===== config.mk =====
export PLATFORM = sky130hd
export DESIGN_NAME = wdog_guard
export DESIGN_NICKNAME = d
export VERILOG_FILES = /design/src/rtl/wdog_pkg.sv /design/src/rtl/wdog_tick_src.sv /design/src/rtl/wdog_chain.sv /design/src/rtl/wdog_clear_ctl.sv /design/src/rtl/wdog_guard.sv
export SDC_FILE = /design/constraint.sdc
export NUM_CORES = 1
export LEC_CHECK = 0
export BUFFER_PORTS_ARGS = -buffer_cell sky130_fd_sc_hd__buf_2
export CAP_MARGIN = 20
export CORE_ASPECT_RATIO = 0.7
export CORE_MARGIN = 3
export CORE_UTILIZATION = 45
export DETAILED_ROUTE_END_ITERATION = 12
export GPL_ROUTABILITY_DRIVEN = 0
export MAX_ROUTING_LAYER = met4
export PLACE_DENSITY = 0.62
export SYNTH_ARGS = -nofsm -noshare
export SYNTH_HDL_FRONTEND = slang
export SYNTH_HIERARCHICAL = 1
export SYNTH_SLANG_ARGS = --single-unit

===== constraint.sdc =====
create_clock -name clk -period 7.98 [get_ports clk]
set_clock_uncertainty 0.2 [all_clocks]
set_input_delay 1.197 -clock clk [delete_from_list [all_inputs] [get_ports clk]]
set_output_delay 1.197 -clock clk [all_outputs]
set_load 0.05 [all_outputs]

===== src/rtl/wdog_pkg.sv =====
package wdog_pkg;

   typedef enum logic [1:0] {
      WD_REQ_NONE = 2'd0,
      WD_REQ_CHIP = 2'd1,
      WD_REQ_WARM = 2'd2
   } wd_req_e;

   // Pick the kind of reset an expiry asks for, from the core's power state
   function automatic wd_req_e wd_classify(input logic expired, input logic powered_down);
      if (!expired)          return WD_REQ_NONE;
      else if (powered_down) return WD_REQ_WARM;
      else                   return WD_REQ_CHIP;
   endfunction

endpackage


===== src/rtl/wdog_tick_src.sv =====
module wdog_tick_src #(
   parameter int unsigned INSTR_DIV = 4
) (
   input  logic clk,
   input  logic rst_n,
   input  logic en,
   input  logic use_osc,
   input  logic osc_tick,
   input  logic pd_i,
   input  logic phase_clr,
   output logic cnt_tick
);
   localparam int unsigned PH_W = (INSTR_DIV > 1) ? $clog2(INSTR_DIV) : 1;

   logic instr_tick;

   if (INSTR_DIV == 1) begin : g_nodiv
      // Instruction rate equals the system clock; only power-down stops it
      assign instr_tick = !pd_i;
   end else begin : g_div
      logic [PH_W-1:0] ph_q;
      localparam logic [PH_W-1:0] PH_LAST = PH_W'(INSTR_DIV - 1);

      always_ff @(posedge clk or negedge rst_n) begin
         if (!rst_n) begin
            ph_q <= '0;
         end else if (phase_clr || !en) begin
            ph_q <= '0;
         end else if (!pd_i) begin
            if (ph_q == PH_LAST) ph_q <= '0;
            else                 ph_q <= ph_q + 1'b1;
         end
      end

      assign instr_tick = !pd_i && (ph_q == PH_LAST);
   end

   // A clear in the same cycle wins over a count
   assign cnt_tick = en && !phase_clr && (use_osc ? osc_tick : instr_tick);

endmodule


===== src/rtl/wdog_chain.sv =====
module wdog_chain #(
   parameter int unsigned BASE_W = 8,
   parameter int unsigned SEL_W  = 3
) (
   input  logic             clk,
   input  logic             rst_n,
   input  logic             en,
   input  logic             tick,
   input  logic             clr,
   input  logic [SEL_W-1:0] sel,
   output logic             expire
);
   localparam int unsigned PRE_W = (1 << SEL_W) - 1;

   logic [BASE_W-1:0] base_q;
   logic [PRE_W-1:0]  pre_q;
   logic [PRE_W:0]    one_sh;
   logic [PRE_W:0]    lim_w;
   logic              wrap;

   always_comb begin
      one_sh = {{PRE_W{1'b0}}, 1'b1} << sel;
      lim_w  = one_sh - {{PRE_W{1'b0}}, 1'b1};
   end

   assign wrap   = tick && (&base_q);
   // "At or above" so that lowering the ratio mid-count still ends the count
   assign expire = wrap && (pre_q >= lim_w[PRE_W-1:0]);

   always_ff @(posedge clk or negedge rst_n) begin
      if (!rst_n) begin
         base_q <= '0;
         pre_q  <= '0;
      end else if (clr || !en) begin
         base_q <= '0;
         pre_q  <= '0;
      end else if (tick) begin
         base_q <= base_q + 1'b1;
         if (wrap) begin
            if (expire) pre_q <= '0;
            else        pre_q <= pre_q + 1'b1;
         end
      end
   end

endmodule


===== src/rtl/wdog_clear_ctl.sv =====
module wdog_clear_ctl (
   input  logic clk,
   input  logic rst_n,
   input  logic en,
   input  logic pair_mode,
   input  logic clr_single,
   input  logic clr_half1,
   input  logic clr_half2,
   input  logic halt_stb,
   input  logic expire,
   output logic clr_o
);
   logic h1_q, h2_q;
   logic h1_n, h2_n;
   logic pair_done;

   assign h1_n      = h1_q | clr_half1;
   assign h2_n      = h2_q | clr_half2;
   assign pair_done = pair_mode && h1_n && h2_n;
   assign clr_o     = en && (halt_stb || (!pair_mode && clr_single) || pair_done);

   always_ff @(posedge clk or negedge rst_n) begin
      if (!rst_n) begin
         h1_q <= 1'b0;
         h2_q <= 1'b0;
      end else if (!en || !pair_mode || clr_o || expire) begin
         h1_q <= 1'b0;
         h2_q <= 1'b0;
      end else begin
         h1_q <= h1_n;
         h2_q <= h2_n;
      end
   end

endmodule


===== src/rtl/wdog_guard.sv =====
module wdog_guard
   import wdog_pkg::*;
#(
   parameter int unsigned BASE_W    = 8,
   parameter int unsigned SEL_W     = 3,
   parameter int unsigned INSTR_DIV = 4,
   parameter logic [SEL_W-1:0] SEL_RESET = '1
) (
   input  logic             clk,
   input  logic             rst_n,
   input  logic             cfg_en,
   input  logic             cfg_src_osc,
   input  logic             cfg_pair,
   input  logic             osc_tick,
   input  logic             pd_i,
   input  logic             sel_wr,
   input  logic [SEL_W-1:0] sel_din,
   input  logic             clr_single,
   input  logic             clr_half1,
   input  logic             clr_half2,
   input  logic             halt_stb,
   output logic             chip_rst_req,
   output logic             warm_rst_req,
   output logic             to_flag,
   output logic             pdf_flag
);
   if (BASE_W < 1) begin : g_bad_base
      $error("wdog_guard: BASE_W must be at least 1");
   end
   if (SEL_W < 1 || SEL_W > 4) begin : g_bad_sel
      $error("wdog_guard: SEL_W must be 1 to 4");
   end
   if (INSTR_DIV < 1) begin : g_bad_div
      $error("wdog_guard: INSTR_DIV must be at least 1");
   end

   logic [SEL_W-1:0] sel_q;
   logic             cnt_tick;
   logic             clr_ev;
   logic             expire;
   wd_req_e          req;

   always_ff @(posedge clk or negedge rst_n) begin
      if (!rst_n)      sel_q <= SEL_RESET;
      else if (sel_wr) sel_q <= sel_din;
   end

   wdog_clear_ctl u_clr (
      .clk        (clk),
      .rst_n      (rst_n),
      .en         (cfg_en),
      .pair_mode  (cfg_pair),
      .clr_single (clr_single),
      .clr_half1  (clr_half1),
      .clr_half2  (clr_half2),
      .halt_stb   (halt_stb),
      .expire     (expire),
      .clr_o      (clr_ev)
   );

   wdog_tick_src #(.INSTR_DIV(INSTR_DIV)) u_tick (
      .clk       (clk),
      .rst_n     (rst_n),
      .en        (cfg_en),
      .use_osc   (cfg_src_osc),
      .osc_tick  (osc_tick),
      .pd_i      (pd_i),
      .phase_clr (clr_ev),
      .cnt_tick  (cnt_tick)
   );

   wdog_chain #(.BASE_W(BASE_W), .SEL_W(SEL_W)) u_chain (
      .clk    (clk),
      .rst_n  (rst_n),
      .en     (cfg_en),
      .tick   (cnt_tick),
      .clr    (clr_ev),
      .sel    (sel_q),
      .expire (expire)
   );

   assign req = wd_classify(expire, pd_i);

   always_ff @(posedge clk or negedge rst_n) begin
      if (!rst_n) begin
         chip_rst_req <= 1'b0;
         warm_rst_req <= 1'b0;
         to_flag      <= 1'b0;
         pdf_flag     <= 1'b0;
      end else begin
         chip_rst_req <= (req == WD_REQ_CHIP);
         warm_rst_req <= (req == WD_REQ_WARM);
         if (cfg_en) begin
            if (halt_stb) begin
               pdf_flag <= 1'b1;
               to_flag  <= 1'b0;
            end else if (req == WD_REQ_CHIP) begin
               to_flag  <= 1'b1;
            end
         end
      end
   end

endmodule


After elaboration in Yosys (flattened, before gate mapping)
Index checks and enable logic that the tools add are counted.
{"block": "op_classes", "n_addsub": 4, "n_lt_le_gt_ge": 1, "eq_ne": 4, "shift": 1, "n_mux": 16, "bitwise_logic": 2, "n_reduce_logical": 26}
{"op": "$mux W7", "count": 4}
{"op": "$mux W8", "count": 2}
{"op": "$mux W2", "count": 5}
{"op": "$logic_and A1 B1 Y1", "count": 9}
{"op": "$add A8 B1 Y8 const B", "count": 1}
{"op": "$reduce_and A8 Y1", "count": 1}
{"op": "$add A7 B1 Y7 const B", "count": 1}
{"op": "$ge A7 B7 Y1", "count": 1}
{"op": "$shl A1 B3 Y7 const A", "count": 1}
{"op": "$sub A7 B1 Y7 const B", "count": 1}
{"op": "$logic_or A1 B1 Y1", "count": 6}
{"op": "$reduce_and A2 Y1", "count": 3}
{"op": "$reduce_bool A2 Y1", "count": 3}
{"op": "$mux W1", "count": 5}
{"op": "$eq A2 B2 Y1 const B", "count": 2}
{"op": "$logic_not A1 Y1", "count": 4}
{"op": "$add A2 B1 Y2 const B", "count": 1}
{"op": "$eq A2 B1 Y1 const B", "count": 1}
{"op": "$ne A2 B1 Y1 const B", "count": 1}
{"op": "$or A1 B1 Y1", "count": 2}
{"block": "word_totals", "register_bits": 26, "elab_cells": 64}

Depth between registers and ports, before layout
{"block": "logic_depth", "depth_word": 14, "mapped_depth": 10, "depth_no_buf": 9}

Modules after synthesis
Netlist, hierarchy kept.
{"module": "wdog_chain", "n_inst": 1, "cells_per_inst": 115, "area_each_um2": 992.2}
{"module": "wdog_guard", "n_inst": 1, "cells_per_inst": 15, "area_each_um2": 261.5}
{"module": "wdog_tick_src", "n_inst": 1, "cells_per_inst": 12, "area_each_um2": 115.1}
{"module": "wdog_clear_ctl", "n_inst": 1, "cells_per_inst": 11, "area_each_um2": 105.1}

Least setup slack after synthesis
OpenSTA, ideal clock, no wires.
{"block": "synth_timing", "path_kind": "input -> register", "start": "in cfg_pair", "end": "reg to_flag", "setup_ns": 0.073, "arrival_time_ns": 3.062, "slack_ns": 4.645, "cell_stages": 10, "cell_sequence": "o31ai_1 > a31oi_1 > nand2b_1 > a21oi_1 > nand2_1 > or3_4 > buf_6 > nor2_1 > and3b_1 > a2bb2oi_2"}
{"block": "synth_between", "elab_chain_cells": 14, "word_cells_on_any_way": 16, "classes_between": "1 x eq/ne; 1 x mux; 14 x reduce/logical"}
{"element": "from (decl)", "line_no": "wdog_guard.sv:13", "rtl": "input logic cfg_pair,"}
{"element": "$logic_not A1 Y1", "line_no": "wdog_clear_ctl.sv:20", "rtl": "assign clr_o = en && (halt_stb || (!pair_mode && clr_single) || pair_done);"}
{"element": "$logic_and A1 B1 Y1", "line_no": "wdog_clear_ctl.sv:20"}
{"element": "$logic_or A1 B1 Y1", "line_no": "wdog_clear_ctl.sv:20"}
{"element": "$logic_or A1 B1 Y1 (*)", "line_no": "wdog_clear_ctl.sv:20"}
{"element": "$logic_and A1 B1 Y1 (*)", "line_no": "wdog_clear_ctl.sv:20"}
{"element": "net clr_ev", "line_no": "wdog_guard.sv:39", "rtl": "logic clr_ev;"}
{"element": "$logic_not A1 Y1 (*)", "line_no": "wdog_tick_src.sv:39", "rtl": "assign cnt_tick = en && !phase_clr && (use_osc ? osc_tick : instr_tick);"}
{"element": "$logic_and A1 B1 Y1 (*) (2 in series)", "line_no": "wdog_tick_src.sv:39"}
{"element": "net cnt_tick", "line_no": "wdog_guard.sv:38", "rtl": "logic cnt_tick;"}
{"element": "$logic_and A1 B1 Y1 (*)", "line_no": "wdog_chain.sv:26", "rtl": "assign wrap = tick && (&base_q);"}
{"element": "$logic_and A1 B1 Y1 (*)", "line_no": "wdog_chain.sv:28", "rtl": "assign expire = wrap && (pre_q >= lim_w[PRE_W-1:0]);"}
{"element": "net expire", "line_no": "wdog_guard.sv:40", "rtl": "logic expire;"}
{"element": "$mux W2 (*)", "line_no": "wdog_pkg.sv:11", "rtl": "if (!expired) return WD_REQ_NONE;"}
{"element": "$eq A2 B1 Y1 (*)", "line_no": "wdog_guard.sv:97", "rtl": "end else if (req == WD_REQ_CHIP) begin"}
{"element": "$reduce_bool A2 Y1 (no source line) (*)"}
{"element": "$reduce_and A2 Y1 (no source line) (*)"}
{"element": "to (signal assigned)", "line_no": "wdog_guard.sv:88", "rtl": "to_flag <= 1'b0;"}
{"element": "to (signal assigned)", "line_no": "wdog_guard.sv:96", "rtl": "to_flag <= 1'b0;"}
{"element": "to (signal assigned)", "line_no": "wdog_guard.sv:98", "rtl": "to_flag <= 1'b1;"}
{"element": "to (decl)", "line_no": "wdog_guard.sv:24", "rtl": "output logic to_flag,"}
The timed path passes the listed nets; every way through them passes the cells marked *.
A chain may end at the register's enable or synchronous reset.

Worst setup path in the final report
{"block": "layout_timing", "start": "in cfg_pair", "end": "reg u_chain.pre_q[2]"}
{"block": "layout_between", "elab_chain_cells": 14, "word_cells_on_any_way": 20, "classes_between": "4 x mux; 16 x reduce/logical"}
{"element": "$logic_not A1 Y1", "line_no": "wdog_clear_ctl.sv:20"}
{"element": "$logic_and A1 B1 Y1", "line_no": "wdog_clear_ctl.sv:20"}
{"element": "$logic_or A1 B1 Y1", "line_no": "wdog_clear_ctl.sv:20"}
{"element": "$logic_or A1 B1 Y1 (*)", "line_no": "wdog_clear_ctl.sv:20"}
{"element": "$logic_and A1 B1 Y1 (*)", "line_no": "wdog_clear_ctl.sv:20"}
{"element": "net clr_ev", "line_no": "wdog_guard.sv:39"}
{"element": "$logic_not A1 Y1 (*)", "line_no": "wdog_tick_src.sv:39"}
{"element": "$logic_and A1 B1 Y1 (*) (2 in series)", "line_no": "wdog_tick_src.sv:39"}
{"element": "net cnt_tick", "line_no": "wdog_guard.sv:38"}
{"element": "$logic_and A1 B1 Y1", "line_no": "wdog_chain.sv:26"}
{"element": "$logic_and A1 B1 Y1", "line_no": "wdog_chain.sv:28"}
{"element": "$mux W7", "line_no": "wdog_chain.sv:40", "rtl": "if (expire) pre_q <= '0;"}
{"element": "$mux W7", "line_no": "wdog_chain.sv:39", "rtl": "if (wrap) begin"}
{"element": "$mux W7", "line_no": "wdog_chain.sv:37", "rtl": "end else if (tick) begin"}
{"element": "$mux W7", "line_no": "wdog_chain.sv:34", "rtl": "end else if (clr || !en) begin"}
{"element": "to (signal assigned)", "line_no": "wdog_chain.sv:41", "rtl": "else pre_q <= pre_q + 1'b1;"}
{"element": "to (decl)", "line_no": "wdog_chain.sv:16", "rtl": "logic [PRE_W-1:0] pre_q;"}
The timed path passes the listed nets; every way through them passes the cells marked *. The select of a mux whose other input is x is not followed.

==> flow_summary.yaml <==
detailed_routing:
  first_pass_iters: 4
  ant_nets: 0
  remaining_drc_errors: 0
  wire_per_inst_um: 13.66
  via_count: 1154
  drtIter0Drc: 71
  vias_per_cell: 5.522
  wl_um: 2854
sta:
  period_share_pct: 42.05
  rsz0062_at_grt: "false"
  hold_viol: 0
  worst_pin_slew_ns: 0.5914
  min_period_ns: 3.356
  fmax_ghz: 0.2980
  final.setup.tns_ns: 0
  drv_slew: 0
  setup_violations: 0
  worst_slew_margin_rel_pct: 60.57
clocking:
  clk_pin_slew_worst_paths_ns: 0.09
  post_cts_resized: 0
  cts-root-buf: "clkbuf_8"
  clockBufferDepth: 2
  cts_max_level: 1
  worstSkewPairLatency_ns: 0.27
  cts_buffers: 3
  postCtsSetupRepairBufs: 0
  cts_tree: "built"
  clkSinkCount: 26
  ctsHoldBuffers: 0
setup_path:
  reg2regPathDepth: 8
  worstPathArrival_ns: 3.34
  crit_type: "primary input to flip-flop"
  regToRegSetupSlack_ns: 5.24
  cp.required_ns: 7.97
  startpoint: "cfg_pair"
  startpoint_type: "primary input"
  endpoint: "u_chain/pre_q[2]"
  r2r-start: "sel_q[1]"
  path_max_fanout: 13
  timing.rr.end: "u_clr/h2_q"
  endpoint_kind: "flip-flop"
logic_synthesis:
  ys_warn_count: 6
  netlist_area_um2: 1474
  synth_fp_nets: 178
  synth_async_sr_flop_share_pct: 100.0
  syn_inst: 153
  synth_cell_types: 41
  synth_top_cell_by_area: "dfrtp_1"
  synth_ff_type: "dfrtp_1"
  netlist.area_leader.share_pct: 39.05
  synth-seq-cells: 26
  syn_area_per_cell_um2: 9.633
  seq_area_frac_synth_pct: 44.40
  synth_edf_count: 0
  ys_top_cells_by_area: "dfrtp_1, ha_1, nand2_1"
grt:
  antenna_found_initial: 0
  grt.total_usage_pct: 16.64
  grt_max_degree: 27
  grt_first_pass_wirelength_um: 4912
  grt_pass1_vias: 1115
  overflow: 0
floorplan:
  start_util_pct: 49.75
  die_h_um: 53.88
  design.die.area_um2: 4009
  num_rows: 16
  die_w_um: 74.41
  design.core.area_um2: 2963
  io_pins: 19
finish:
  diodes: 0
  final_cells: 209
  fill_cells: 254
  nets: 199
  layout-drive-gt1-share_pct: 18.50
  area_growth_syn_to_layout_pct: 12.99
place:
  place_hpwl_um: 2188
  port_buffers: 18
  dpl.cell_count: 205
job:
  max_cap_violations: 0
hold_path:
  min_path_type: "flip-flop to flip-flop"
pwr:
  p_leak_nw: 0.7578
  total_power_w: 0.0002706
  ir_drop_uv: 81.80
  power_per_cell_area_nw_per_um2: 162.5
run_status:
  status: "finished clean"
-- where the power goes --
| group | internal (W) | total, W | switching [W] |
|---|---|---|---|
| Clock | 0.0000671 | 0.000108 | 0.0000413 |
| Combinational | 0.00000968 | 0.0000238 | 0.0000141 |
| Sequential | 0.000135 | 0.000138 | 0.00000319 |
| Total | 0.000212 | 0.000271 | 0.0000586 |
-- critical path, cell delays in order --
cell and delay (ns):
buf_2 0.11, o31ai_1 0.23, a31oi_1 0.09, nand2b_1 0.20
a21oi_1 0.37, nand2_1 0.15, or3_4 0.47, nor3b_1 0.24
o21ai_0 0.11, a21oi_1 0.17
-- per-stage QoR --
stage | area (µm²) | hold slack [ns] | util, % | worst slack [ns]
2_1_floorplan | 1474 | 0.2336 | - | 4.645
5_1_grt | 1665 | 0.2961 | 56.21 | 4.381
4_1_cts | 1665 | 0.2742 | 56.21 | 4.638
3_5_place_dp | 1594 | 0.2523 | 53.80 | 4.358
6_report | 1665 | 0.2712 | 56.21 | 4.624
3_3_place_gp | 1594 | 0.2494 | 53.80 | 4.434
-- state kept, by name, indices dropped and copies added, names as in the netlist --
signal             cells
sel_q                  3
u_tick/g_div.ph_q      2
chip_rst_req           1
u_clr/h1_q             1
to_flag                1
warm_rst_req           1
u_chain/pre_q          7
u_chain/base_q         8
pdf_flag               1
u_clr/h2_q             1
-- per-layer routing --
layer  vias up  global-route usage [%]  part of all wire [%]
met5         -                       -                     0
met4         0                   4.438                  0.49
met3         2                   4.478                   5.4
met2        24                   25.36                    44
met1       539                   22.00                    51
li1        589                       -                     -
-- logic make-up (layout without fill, tap and decap cells) --
logic type	count (synthesis)	in the layout	share of synthesized area, %
AND/OR/NAND/NOR	73	73	24.79
AO/OA/AOI/OAI	28	28	13.41
flip-flops	26	26	44.40
adder cells (fa/ha/maj)	10	10	8.489
buffers and inverters	6	26	2.037
XOR/XNOR	5	5	2.971
multiplexers	5	5	3.905
-- cell usage in the layout (no fill, tap or decap), types with 3 or more instances in the layout --
cell type	synthesis	routed
o21ai_0	5	5
a31oi_1	3	3
nand3_1	9	9
xor2_1	4	4
a21oi_1	9	9
dfstp_2	3	3
nand4_1	3	3
nand2b_1	3	3
or3_1	3	3
nor2_1	18	18
dfrtp_1	23	23
inv_1	4	4
clkbuf_8	0	3
buf_2	0	18
ha_1	10	10
nand2_1	22	22
nor2b_1	3	3
-- worst min path at each step --
stage                    start          to  slack, ns  cells after the start
finish              u_clr/h2_q  u_clr/h1_q       0.27                      1
global route        u_clr/h1_q  u_clr/h2_q       0.30                      1
CTS                 u_clr/h2_q  u_clr/h1_q       0.27                      1
detailed placement    pdf_flag    pdf_flag       0.25                      1
global placement    u_clr/h1_q  u_clr/h2_q       0.25                      1
floorplan           u_clr/h2_q  u_clr/h1_q       0.23                      1
-- cell usage after synthesis, drive strengths merged (3+ instances only) --
cell / instances
dfrtp: 23
nand2: 22
nor2: 18
a21oi: 10
ha: 10
nand3: 9
o21ai: 5
or3: 5
inv: 4
xor2: 4
a31oi: 3
dfstp: 3
mux2: 3
nand2b: 3
nand4: 3
nor2b: 3
-- area by class of cell --
cell class	instances	area [µm²]	share of cell area (%)
sequential	26	654.4	39.29
clock inverter	1	30.03	1.803
timing repair buffer	18	90.09	5.409
tap	36	45.04	2.705
clock buffer	3	41.29	2.479
multi-input combinational	121	789.5	47.41
inverter	4	15.01	0.9016
(Power assumes the default switching activity.)
